### src/rtl/dispatch_pkg.sv
package dispatch_pkg;
    localparam int LUN_W  = 12;
    localparam int SUB_W  = 12;
    localparam int KIDX_W = 3;
    localparam int PRIV_W = 2;
    localparam int CODE_W = SUB_W + KIDX_W;

    localparam logic CAUSE_ILLEGAL = 1'b0;
    localparam logic CAUSE_CONFIG  = 1'b1;

    typedef enum logic {
        ST_IDLE = 1'b0,
        ST_WAIT = 1'b1
    } disp_state_e;
endpackage

### src/rtl/lun_table.sv
module lun_table
    import dispatch_pkg::*;
#(
    parameter int ENTRIES = 8,
    parameter int SEL_W   = 2,
    localparam int IDX_W  = $clog2(ENTRIES)
) (
    input  logic              clk,
    input  logic              rst_n,
    input  logic              wr_en,
    input  logic [IDX_W-1:0]  wr_idx,
    input  logic              wr_valid,
    input  logic [LUN_W-1:0]  wr_lun,
    input  logic [PRIV_W-1:0] wr_priv,
    input  logic [SEL_W-1:0]  wr_sel,
    input  logic [SUB_W-1:0]  wr_sub,
    input  logic [LUN_W-1:0]  key_lun,
    input  logic [PRIV_W-1:0] key_priv,
    output logic              hit,
    output logic [SEL_W-1:0]  hit_sel,
    output logic [SUB_W-1:0]  hit_sub
);
    typedef struct packed {
        logic              vld;
        logic [LUN_W-1:0]  lun;
        logic [PRIV_W-1:0] priv;
        logic [SEL_W-1:0]  sel;
        logic [SUB_W-1:0]  sub;
    } slot_t;

    slot_t slot_q [ENTRIES];
    slot_t slot_d [ENTRIES];
    logic [ENTRIES-1:0] match;

    always_comb begin
        for (int i = 0; i < ENTRIES; i++) begin
            slot_d[i] = slot_q[i];
        end
        if (wr_en) begin
            slot_d[wr_idx] = '{vld: wr_valid, lun: wr_lun, priv: wr_priv,
                               sel: wr_sel, sub: wr_sub};
        end
    end

    always_ff @(posedge clk) begin
        for (int i = 0; i < ENTRIES; i++) begin
            if (!rst_n) slot_q[i] <= '0;
            else        slot_q[i] <= slot_d[i];
        end
    end

    for (genvar g = 0; g < ENTRIES; g++) begin : g_cmp
        assign match[g] = slot_q[g].vld && (slot_q[g].lun == key_lun)
                          && (slot_q[g].priv == key_priv);
    end

    // scan downward so the lowest matching index is the last one written
    always_comb begin
        hit     = 1'b0;
        hit_sel = '0;
        hit_sub = '0;
        for (int i = ENTRIES - 1; i >= 0; i--) begin
            if (match[i]) begin
                hit     = 1'b1;
                hit_sel = slot_q[i].sel;
                hit_sub = slot_q[i].sub;
            end
        end
    end
endmodule

### src/rtl/fallback_target.sv
module fallback_target
    import dispatch_pkg::*;
#(
    parameter int XLEN = 32
) (
    input  logic [SUB_W-1:0] sub,
    output logic [XLEN-1:0]  value,
    output logic             unsupported
);
    always_comb begin
        value       = '0;
        unsupported = 1'b0;
        case (sub)
            SUB_W'(0): value = '0;
            SUB_W'(1): value = '1;
            default:   unsupported = 1'b1;
        endcase
    end
endmodule

### src/rtl/resp_select.sv
module resp_select #(
    parameter int XLEN  = 32,
    parameter int NDEV  = 2,
    parameter int SEL_W = 2
) (
    input  logic [SEL_W-1:0]     sel,
    input  logic [NDEV-1:0]      ack,
    input  logic [NDEV*XLEN-1:0] rdata,
    input  logic [NDEV-1:0]      cfg_err,
    output logic                 got,
    output logic [XLEN-1:0]      data,
    output logic                 err
);
    always_comb begin
        got  = 1'b0;
        data = '0;
        err  = 1'b0;
        for (int i = 0; i < NDEV; i++) begin
            if (sel == SEL_W'(i + 1)) begin
                got  = ack[i];
                data = rdata[i*XLEN +: XLEN];
                err  = cfg_err[i];
            end
        end
    end
endmodule

### src/rtl/ext_cmd_dispatch.sv
module ext_cmd_dispatch
    import dispatch_pkg::*;
#(
    parameter int XLEN    = 32,
    parameter int NDEV    = 2,
    parameter int ENTRIES = 8,
    localparam int IDX_W  = $clog2(ENTRIES),
    localparam int SEL_W  = $clog2(NDEV + 1)
) (
    input  logic                 clk,
    input  logic                 rst_n,
    input  logic                 cfg_we,
    input  logic [IDX_W-1:0]     cfg_idx,
    input  logic                 cfg_valid,
    input  logic [LUN_W-1:0]     cfg_lun,
    input  logic [PRIV_W-1:0]    cfg_priv,
    input  logic [SEL_W-1:0]     cfg_sel,
    input  logic [SUB_W-1:0]     cfg_sub,
    input  logic                 op_valid,
    output logic                 op_ready,
    input  logic [KIDX_W-1:0]    op_idx,
    input  logic [XLEN-1:0]      op_rs1,
    input  logic [XLEN-1:0]      op_rs2,
    input  logic [PRIV_W-1:0]    op_priv,
    output logic [NDEV-1:0]      dev_req,
    output logic [CODE_W-1:0]    dev_code,
    output logic [XLEN-1:0]      dev_rs1,
    output logic [XLEN-1:0]      dev_rs2,
    input  logic [NDEV-1:0]      dev_ack,
    input  logic [NDEV*XLEN-1:0] dev_rdata,
    input  logic [NDEV-1:0]      dev_cfg_err,
    output logic                 done,
    output logic [XLEN-1:0]      rd,
    output logic                 trap,
    output logic                 trap_cause
);
    typedef struct packed {
        disp_state_e         st;
        logic [SEL_W-1:0]    sel;
        logic [CODE_W-1:0]   code;
        logic [XLEN-1:0]     rs1;
        logic [XLEN-1:0]     rs2;
        logic                done;
        logic [XLEN-1:0]     rd;
        logic                trap;
        logic                cause;
    } disp_regs_t;

    disp_regs_t r_q, r_d;

    logic [LUN_W-1:0] key_lun;
    logic             tab_hit;
    logic [SEL_W-1:0] tab_sel;
    logic [SUB_W-1:0] tab_sub;
    logic [XLEN-1:0]  fb_value;
    logic             fb_bad;
    logic             rsp_got;
    logic [XLEN-1:0]  rsp_data;
    logic             rsp_err;

    assign key_lun = op_rs1[LUN_W-1:0];

    lun_table #(.ENTRIES(ENTRIES), .SEL_W(SEL_W)) u_table (
        .clk      (clk),
        .rst_n    (rst_n),
        .wr_en    (cfg_we),
        .wr_idx   (cfg_idx),
        .wr_valid (cfg_valid),
        .wr_lun   (cfg_lun),
        .wr_priv  (cfg_priv),
        .wr_sel   (cfg_sel),
        .wr_sub   (cfg_sub),
        .key_lun  (key_lun),
        .key_priv (op_priv),
        .hit      (tab_hit),
        .hit_sel  (tab_sel),
        .hit_sub  (tab_sub)
    );

    fallback_target #(.XLEN(XLEN)) u_fallback (
        .sub         (tab_sub),
        .value       (fb_value),
        .unsupported (fb_bad)
    );

    resp_select #(.XLEN(XLEN), .NDEV(NDEV), .SEL_W(SEL_W)) u_resp (
        .sel     (r_q.sel),
        .ack     (dev_ack),
        .rdata   (dev_rdata),
        .cfg_err (dev_cfg_err),
        .got     (rsp_got),
        .data    (rsp_data),
        .err     (rsp_err)
    );

    always_comb begin
        r_d       = r_q;
        r_d.done  = 1'b0;
        r_d.trap  = 1'b0;
        r_d.cause = CAUSE_ILLEGAL;
        case (r_q.st)
            ST_IDLE: begin
                if (op_valid) begin
                    if (key_lun == '0 || !tab_hit) begin
                        r_d.done  = 1'b1;
                        r_d.trap  = 1'b1;
                        r_d.cause = CAUSE_ILLEGAL;
                        r_d.rd    = '0;
                    end else if (tab_sel == '0) begin
                        r_d.done  = 1'b1;
                        r_d.trap  = fb_bad;
                        r_d.cause = fb_bad ? CAUSE_CONFIG : CAUSE_ILLEGAL;
                        r_d.rd    = fb_bad ? '0 : fb_value;
                    end else begin
                        r_d.st   = ST_WAIT;
                        r_d.sel  = tab_sel;
                        r_d.code = {op_idx, tab_sub};
                        r_d.rs1  = op_rs1;
                        r_d.rs2  = op_rs2;
                    end
                end
            end
            ST_WAIT: begin
                if (rsp_got) begin
                    r_d.st    = ST_IDLE;
                    r_d.done  = 1'b1;
                    r_d.trap  = rsp_err;
                    r_d.cause = rsp_err ? CAUSE_CONFIG : CAUSE_ILLEGAL;
                    r_d.rd    = rsp_err ? '0 : rsp_data;
                end
            end
            default: r_d.st = ST_IDLE;
        endcase
    end

    always_ff @(posedge clk) begin
        if (!rst_n) begin
            r_q    <= '0;
            r_q.st <= ST_IDLE;
        end else begin
            r_q <= r_d;
        end
    end

    for (genvar g = 0; g < NDEV; g++) begin : g_req
        assign dev_req[g] = (r_q.st == ST_WAIT) && (r_q.sel == SEL_W'(g + 1));
    end

    assign op_ready   = (r_q.st == ST_IDLE);
    assign dev_code   = r_q.code;
    assign dev_rs1    = r_q.rs1;
    assign dev_rs2    = r_q.rs2;
    assign done       = r_q.done;
    assign rd         = r_q.rd;
    assign trap       = r_q.trap;
    assign trap_cause = r_q.cause;
endmodule

### config.mk
export PLATFORM = sky130hd
export DESIGN_NAME = ext_cmd_dispatch
export DESIGN_NICKNAME = d
export VERILOG_FILES = /design/src/rtl/dispatch_pkg.sv /design/src/rtl/lun_table.sv /design/src/rtl/fallback_target.sv /design/src/rtl/resp_select.sv /design/src/rtl/ext_cmd_dispatch.sv
export SDC_FILE = /design/constraint.sdc
export NUM_CORES = 1
export LEC_CHECK = 0
export BUFFER_PORTS_ARGS = -buffer_cell sky130_fd_sc_hd__buf_2
export CAP_MARGIN = 20
export CORE_ASPECT_RATIO = 0.6
export CORE_MARGIN = 2
export CORE_UTILIZATION = 55
export CTS_BUF_LIST = sky130_fd_sc_hd__clkbuf_8
export DETAILED_ROUTE_END_ITERATION = 16
export GPL_TIMING_DRIVEN = 0
export MAX_ROUTING_LAYER = met4
export PLACE_DENSITY = 0.78
export SYNTH_ARGS = -nofsm -noshare
export SYNTH_HDL_FRONTEND = slang
export SYNTH_HIERARCHICAL = 1
export SYNTH_SLANG_ARGS = --single-unit
### constraint.sdc
create_clock -name clk -period 7.1 [get_ports clk]
set_input_delay 1.065 -clock clk [delete_from_list [all_inputs] [get_ports clk]]
set_output_delay 1.065 -clock clk [all_outputs]
set_load 0.03 [all_outputs]
# Word level (Yosys, flattened, before mapping)
# Memories as Yosys holds them, arrays and structs flattened.
# Index checks and enable logic that the tools add are counted.
# word_totals
memories	1
output_inout_bits	117
ram_bits	232
regBits	117
elab_cells	131
in_bits	173
# op_classes
mux	58
n_reduce_logical	27
eq_ne	22
n_bitwise	12
n_lt_le_gt_ge	2
# memory_table
memory	depth	word_bits	read_ports	rd_ports_with_merged_regs	write_ports	line_no	rtl
u_table.slot_q	8	29	8	0	8	lun_table.sv:31	slot_t slot_q [ENTRIES];
# op_table
cell	count
$mux W29	9
$bwmux W232	1
$mux W232	1
$mux W82	2
$mux W32	5
$mux W117	1
$mux W35	3
$eq A12 B12 Y1	8
$mux W12	8
$demux W29 S3	1
$pmux W35 S2	1
$logic_not A12 Y1	2
$logic_and A1 B1 Y1	19
$mux W1	17
$eq A2 B2 Y1	8
$mux W2	8
$eq A12 B1 Y1 const B	1
$or A1 B1 Y1	8
$ge A4 B4 Y1 const B	1
$lt A4 B1 Y1 const B	1
$not A3 Y4	1
$reduce_and A4 Y1	1
$ne A3 B1 Y1 const B	1
$not A1 Y1	3
10 further kinds	10

# Depth between registers and ports, before layout
# Gate-level depths: netlist of run 1.
# depth
word_depth	18
mapped_depth	15
depth_no_buf	12

# Hierarchy
# The synthesis of run 1 kept the hierarchy.
# by_module_without_submodules
module	cells_per_inst	instances	area_per_inst_um2	seq_area_each_um2
lun_table	1388	1	11119.4	4644.5
ext_cmd_dispatch	648	1	5649.2	2342.2
resp_select	44	1	379.1	0.0
fallback_target	37	1	276.5	0.0

# Worst setup path after synthesis of run 1
# OpenSTA, ideal clock, no wires.
# synth_timing
path_kind	input to register
startpoint	in op_rs1[4]
endpoint	reg r_q (netlist bit rd[15])
setup_time_ns	0.075
setup_slack_ns	0.920
arrival_ns	6.105
path_stages	14
cell_sequence	buf_4 -> xnor2_1 -> nand3_1 -> nor4_2 -> buf_2 -> buf_2 -> nor2_1 -> a221oi_1 -> a31oi_1 -> or4_1 -> nor4_1 -> buf_4 -> nand3_1 -> a31oi_1
# synth_between
elab_chain_cells	18
elab_cells_between_ends	63
cone_classes	10 x eq/ne; 30 x mux; 23 x reduce/logical
# synth_rtl
element	line_no	rtl
start: declaration	ext_cmd_dispatch.sv:22	input logic [XLEN-1:0] op_rs1,
$eq A12 B12 Y1	lun_table.sv:53	assign match[g] = slot_q[g].vld && (slot_q[g].lun == key_lun)
$logic_and A1 B1 Y1	lun_table.sv:53	
$logic_and A1 B1 Y1	lun_table.sv:54	&& (slot_q[g].priv == key_priv);
$mux W12 (7 in series)	lun_table.sv:63	if (match[i]) begin
$mux W12 *	lun_table.sv:63	
via tab_sub[4]	ext_cmd_dispatch.sv:54	logic [SUB_W-1:0] tab_sub;
$eq A12 B1 Y1 *	fallback_target.sv:13	case (sub)
$mux W32 *	fallback_target.sv:13	
via fb_value[15]	ext_cmd_dispatch.sv:55	logic [XLEN-1:0] fb_value;
$mux W32 *	ext_cmd_dispatch.sv:113	r_d.rd = fb_bad ? '0 : fb_value;
$mux W35 *	ext_cmd_dispatch.sv:109	end else if (tab_sel == '0) begin
$mux W35 *	ext_cmd_dispatch.sv:104	if (key_lun == '0 || !tab_hit) begin
$mux W117 *	ext_cmd_dispatch.sv:103	if (op_valid) begin
$pmux W35 S2 *	ext_cmd_dispatch.sv:101	case (r_q.st)
end signal: assignment	ext_cmd_dispatch.sv:141	r_q <= r_d;
end: declaration	ext_cmd_dispatch.sv:49	disp_regs_t r_q, r_d;
# Mark *: on every way through the listed nets, which the timed path passes. The rest lies on a longest branch. The select of a mux whose other input is x is not followed.
# A chain may end at the register's enable or synchronous reset.

# Final worst setup path of run 1
# layout_timing
startpoint	in op_rs1[3]
endpoint	reg r_q (netlist bit rd[10])
# layout_between
elab_chain_cells	18
elab_cells_between_ends	63
cone_classes	10 x eq/ne; 30 x mux; 23 x reduce/logical
# layout_rtl
element	line_no
$eq A12 B12 Y1	lun_table.sv:53
$logic_and A1 B1 Y1	lun_table.sv:53
$logic_and A1 B1 Y1	lun_table.sv:54
$mux W12 (7 in series)	lun_table.sv:63
$mux W12 *	lun_table.sv:63
via tab_sub[9]	ext_cmd_dispatch.sv:54
$eq A12 B1 Y1 or $logic_not A12 Y1 (tied branches)	fallback_target.sv:13
$mux W32 or $reduce_or A2 Y1 (tied branches)	--
$mux W32 *	ext_cmd_dispatch.sv:113
$mux W35 *	ext_cmd_dispatch.sv:109
$mux W35 *	ext_cmd_dispatch.sv:104
$mux W117 *	ext_cmd_dispatch.sv:103
$pmux W35 S2 *	ext_cmd_dispatch.sv:101
# Marked as above.

==> impl_metrics.toml, run 1 <==
[finish]
final_area_um2 = 20300
nFillCells = 2628
regArea_um2 = 6990
area_growth_syn_to_layout_pct = 16.7
fin_util_pct = 65.3
fin_nets = 2603
drive_gt1_share_pct = 23.4
multi_input_area_um2 = 8290

[route]
drc = 0
drt_wl_total_um = 54400
ant_nets = 0
dr.pass1.iters = 6
dr_total_vias = 16100
wl_per_cell_um = 18.8
via_per_inst = 5.57
drt_iter0_drc = 1551

[place]
placed_area_um2 = 19200
io_buffer_count = 255
routabilityCongestion = 0.966
dp_hpwl_um = 40900

[clock_tree]
clock_path_buffers = 3
clk_latency_ps = 630
htree_levels = 2
post_cts_buffers = 0
cts_root_buffer = "clkbuf_8"
cts_tree = "done"
cts_resized = 0
cts.clk_slew.worst_paths_ps = 70
numCtsBuffers = 53
hold_buffers = 0
cts_sinks = 349

[setup_path]
startpoint_type = "input port"
crit_type = "input port to flop"
critical_path.top_delay_family = "simple AND/OR/NAND/NOR gates"
critPathArrivalTime_ps = 6290
critPathSlowestCell = "nor4_2"
cp-end-kind = "flop"
worstPathRequired_ps = 7630
crit_buf_inv = 4
crit_path_cell_trace = "buf_2, buf_6, xnor2_1, nand4_1, nor4_2, nor3_2, buf_4, a221oi_1, a31oi_1, or4_1, or4b_1, nor3b_2, buf_2, a32oi_1, a21oi_1"
path_max_fanout = 10
slowest_delay_ps = 740
crit_top_cell = "buf_2"

[sta]
finalCriticalPeriod_ps = 5760
grt_setup_unrepaired = "false"
fin_skew_ps = 43.2
slew_headroom_pct = 45.6
worst_pin_slew_ps = 810
post-route-period-util_pct = 81.1
finalMaxSlewViolations = 0
finalHoldViolations = 0
fmax_mhz = 174
setup_violations = 0

[global_route]
grtUsageTotal_pct = 33.0
grt_pass1_wl_um = 82800
antenna_found_initial = 0
grt_overflow_total = 0
grt_pass1_vias = 15100
grt_max_degree = 14

[power_and_ir_drop]
p_int_mw = 2.99
power.share.combinational_pct = 8.0
swShare_pct = 25.9
peakVddDrop_uv = 141
leakage_nw = 7.84
p_switching_mw = 1.05
powerDensity_nw_per_um2 = 198
pwr-share-seq_pct = 49.7
clkPwrFrac_pct = 42.3

[die]
dieArea_um2 = 33200
initial_core_util_pct = 55.9
die_h_um = 142
num_rows = 50
fp.dieW_um = 234
core_um2 = 31200
io_pins = 290

[synthesis]
yosysMostFrequentCell = "nand2_1"
ys_top_cells_by_area = "dfxtp_1, nand2_1, a21boi_0"
synth_enable_flop_cells = 0
syn_avg_cell_area_um2 = 8.23
yosysUniqueCellTypes = 47
synth_top_area_share_pct = 40.1
ys_seq_area_share_pct = 40.1
synthTopCellsByCount = "nand2_1, dfxtp_1, a21boi_0"
syn_inst = 2117
ys.flop_type = "dfxtp_1"
ys_ff_latch = 349
synth_nets = 2290
yosysWarnings = 6
async_reset_ff_share_pct = 0
synth_top_cell_by_area = "dfxtp_1"
syn_area_um2 = 17400

[outcome]
status = "finished, final reports clean"

[flow_run]
cap_violations = 0

[hold_path]
min-delay-path-class = "flop to flop"
## metrics by stage
step | TNS (ps) | hold slack [ps] | worst slack (ps) | total power, mW | instances
after floorplan | 0 | 435 | 920 | 2.23 | 2117
after global placement | -49360 | 443 | -1590 | 2.35 | 2788
after detailed placement | 0 | 448 | 1050 | 2.36 | 2791
after CTS | 0 | 459 | 1680 | 4.05 | 2891
after global routing | 0 | 477 | 1220 | 4.18 | 2891
final | 0 | 458 | 1340 | 4.04 | 2892
## registers in the layout, indices dropped and copies added, names as in the netlist
register        cells
dev_code           15
dev_rs1            32
r_q                 3
dev_rs2            32
trap_cause          1
trap                1
rd                 32
u_table/slot_q    232
done                1
## cells in the final DEF (no fill, tap or decap), types with 29 or more instances in the layout
cell type / netlist / routed
nand2_1: 656 / 656
dfxtp_1: 349 / 349
buf_2: 7 / 262
a21boi_0: 232 / 232
buf_4: 170 / 173
clkbuf_1: 111 / 111
xnor2_1: 108 / 108
mux2i_1: 81 / 81
clkbuf_8: 0 / 66
a21oi_1: 56 / 56
nand3_1: 51 / 51
nor2_1: 41 / 41
a22o_1: 34 / 34
inv_1: 15 / 29
## worst register-to-register path: cells and delay by family (launching register included)
| family | cells | cell delay [ps] |
|---|---|---|
| AO/OA/AOI/OAI | 4 | 1410 |
| XOR/XNOR | 1 | 200 |
| buffers and inverters | 2 | 560 |
| flip-flops | 1 | 320 |
| AND/OR/NAND/NOR | 6 | 2720 |
## power by group through the flow
stage	clock network (mW)	registers [mW]	logic, mW
after floorplan	0	2.04	0.187
after global placement	0	2.05	0.305
after detailed placement	0	2.05	0.312
after CTS	1.74	2.00	0.314
after global routing	1.83	2.00	0.344
final	1.71	2.00	0.323
## per-layer routing
| layer | wire [µm] | global-route usage (%) | up-vias |
|---|---|---|---|
| met3 | 6670 | 9.08 | 87 |
| met2 | 22600 | 45.9 | 801 |
| li1 | - | - | 7527 |
| met1 | 24300 | 47.3 | 7689 |
| met5 | 0 | - | - |
| met4 | 807 | 7.16 | 0 |
## area by class of cell
class | count | area share [%]
buffer | 329 | 10.3
timing repair buffer | 258 | 6.38
multi-input combinational | 1423 | 40.8
clock buffer | 66 | 4.47
inverter | 16 | 0.295
sequential | 349 | 34.3
antenna | 1 | 0.0123
tap | 416 | 2.56
clock inverter | 34 | 0.886
## kinds of logic (layout without fill, tap and decap cells)
| family | after synthesis | after routing | synth area share [%] |
|---|---|---|---|
| other cells | 0 | 1 | 0 |
| xor+xnor | 112 | 112 | 5.80 |
| simple gates | 829 | 829 | 20.0 |
| compound gates | 400 | 400 | 17.0 |
| buf+inv | 345 | 703 | 12.4 |
| flops | 349 | 349 | 40.1 |
| mux | 82 | 82 | 4.72 |
## final timing paths
path / startpoint / to / slack [ps] / cells after the start
hold reg to reg: dev_rs1[7]$_SDFFE_PN0P_ / dev_rs1[7]$_SDFFE_PN0P_ / 460 / 2
setup reg to reg: u_table/slot_q[0][103]$_SDFFE_PN0P_ / rd[10]$_SDFFE_PN0P_ / 1810 / 13
hold / removal: dev_rs1[7]$_SDFFE_PN0P_ / dev_rs1[7]$_SDFFE_PN0P_ / 460 / 2
setup / recovery: op_rs1[3] / rd[10]$_SDFFE_PN0P_ / 1340 / 15
Power figures use the tool's default switching activity.
==> run 2: changes to the inputs <==
Settings changed: CORE_UTILIZATION 55 to 53, PLACE_DENSITY 0.78 to 0.79.
Clock period 7.1 ns to 4.9 ns, I/O delays scaled along.
==> run 2 against run 1 <==
Non-clock buffer count unchanged. Die area increased by 3.7%. Register-to-register slack got worse by 1600 ps. Power increased by 42%. Sequential share of layout area decreased by 0.091 points. Clock skew increased by 4.0 ps. Global-route usage decreased by 1.8 points. Worst setup slack got worse by 1200 ps. Clock power increased by 39%. Via count decreased by 1.2%. Final area increased by 0.26%. Hold slack got worse by 89 ps. Critical endpoint is now rd[13]$_SDFFE_PN0P_. Largest cell class unchanged.
==> impl_metrics.toml, run 2 (synthesis results as in run 1) <==
[route]
wl_per_cell_um = 18.8
drc = 0
wl_met2_um = 22200
drt_wl_total_um = 54400
dr.pass1.iters = 5
ant_nets = 0
via_per_inst = 5.50
top_layer = "met4"
drt-met1-wl_um = 24700
wl_met3_um = 6400
drt_iter0_drc = 1477
dr_total_vias = 15900

[setup_path]
crit_path_cell_trace = "buf_2, buf_6, xnor2_1, nand4_1, nor4_4, clkbuf_4, buf_2, nor2_1, a221oi_2, a31oi_2, or4_1, or4b_4, nor3b_4, buf_4, buf_2, a32oi_1, a21oi_1"
startpoint_type = "input port"
cp-end-kind = "flop"
critPathSlowestCell = "or4_1"
crit_start = "op_rs1[0]"
path_max_fanout = 10
reg2reg_from = "u_table/slot_q[0][74]$_SDFFE_PN0P_"
crit_type = "input port to flop"
worstPathRequired_ps = 5410
crit_buf_inv = 6
critPathArrivalTime_ps = 5290
crit_top_cell = "buf_2"
critical_path.top_delay_family = "simple AND/OR/NAND/NOR gates"
slowest_delay_ps = 610

[global_route]
antenna_found_initial = 1
grt_pass1_vias = 14800
grt_overflow_total = 0
grtUsageTotal_pct = 31.2
grt_pass1_wl_um = 80800
grt_max_degree = 20

[clock_tree]
cts.clk_slew.worst_paths_ps = 70
clock_path_buffers = 3
htree_levels = 2
clk_latency_ps = 630
cts_tree = "done"
cts_sinks = 349
numCtsBuffers = 53
hold_buffers = 0
cts_root_buffer = "clkbuf_8"

[place]
dpl.cell_count = 2797
io_buffer_count = 255
routabilityCongestion = 0.937
dp_hpwl_um = 41500
pre_cts_slack_ps = -843

[finish]
fin_nets = 2603
final_cell_mix = "nand2_1, dfxtp_1, buf_2, a21boi_0, buf_4"
area_growth_syn_to_layout_pct = 17.0
regMostFlops = "u_table/slot_q"
layout_commonest_cell = "nand2_1"
drive_gt1_share_pct = 23.4
nFillCells = 2824
largest_reg_flops = 232
fin_cells = 2892

[die]
die_h_um = 144
core_um2 = 32400
num_rows = 51
initial_core_util_pct = 53.8
dieArea_um2 = 34400
io_pins = 290
fp.dieW_um = 238

[sta]
totalNegativeSetupSlack_ps = 0
grt_setup_unrepaired = "false"
finalMaxSlewViolations = 0
finalCriticalPeriod_ps = 4780
setup_slack_ps = 120
finalHoldViolations = 0
slew_headroom_pct = 43.0
post-route-period-util_pct = 97.6
fin_skew_ps = 47.2
worst_pin_slew_ps = 848
fmax_mhz = 209
setup_violations = 0

[hold_path]
min-delay-path-class = "input port to flop"
hold_start = "op_rs1[30]"

[power_and_ir_drop]
leakage_nw = 7.86
powerDensity_nw_per_um2 = 282
total_power_mw = 5.75
peakVddDrop_uv = 196

[outcome]
status = "finished, final reports clean"

[flow_run]
cap_violations = 0
run 2: final timing paths:
check,depth (start not counted),slack [ps],endpoint
min reg2reg,2,460,dev_rs2[13]$_SDFFE_PN0P_
max reg2reg,15,220,rd[13]$_SDFFE_PN0P_
min,3,370,dev_rs1[30]$_SDFFE_PN0P_
max,17,120,rd[13]$_SDFFE_PN0P_
run 2: cell type report:
cell class | count | area [µm²] | area share [%]
Multi-Input combinational cell | 1423 | 8390 | 41.1
Sequential cell | 349 | 6990 | 34.3
Buffer | 329 | 2100 | 10.3
Timing Repair Buffer | 258 | 1300 | 6.39
Clock buffer | 67 | 922 | 4.52
Tap cell | 424 | 531 | 2.60
Clock inverter | 25 | 104 | 0.509
Inverter | 16 | 60.1 | 0.294
Antenna cell | 1 | 2.50 | 0.0123
run 2: layer usage:
metal  up-vias  GRT usage (%)
met1      7497           44.7
met3        90           8.11
met4         0           8.55
met2       800           42.9
li1       7526              -
met5         -              -
run 2: power breakdown:
part	switching [mW]	total, mW	internal (mW)	leakage (nW)
Sequential	0.0264	2.90	2.88	2.82
Combinational	0.288	0.467	0.179	4.44
Clock	1.16	2.37	1.22	0.603
run 2: worst register-to-register path, stage by stage, from the launching register on:
cell and delay (ps):
dfxtp_1 310, xnor2_1 230, nand4_1 190, nor4_4 420
clkbuf_4 270, buf_2 240, nor2_1 100, a221oi_2 370
a31oi_2 230, or4_1 610, or4b_4 590, nor3b_4 200
buf_4 190, buf_2 230, a32oi_1 170, a21oi_1 220
run 2: timing repair:
item | 4_1_cts | 5_1_grt
buffers inserted | 0 | 2
resized for setup | 8 | 9
pin swaps | 0 | 2
setup endpoints to repair | 30 | 30
run 2: through the flow:
stage                     area (µm²)  utilization [%]  hold slack (ps)
after floorplan                17400                -              435
after global placement         19200             59.3              443
after detailed placement       19300             59.4              449
after CTS                      20300             62.7              325
after global routing           20400             62.9              348
final                          20400             62.9              369
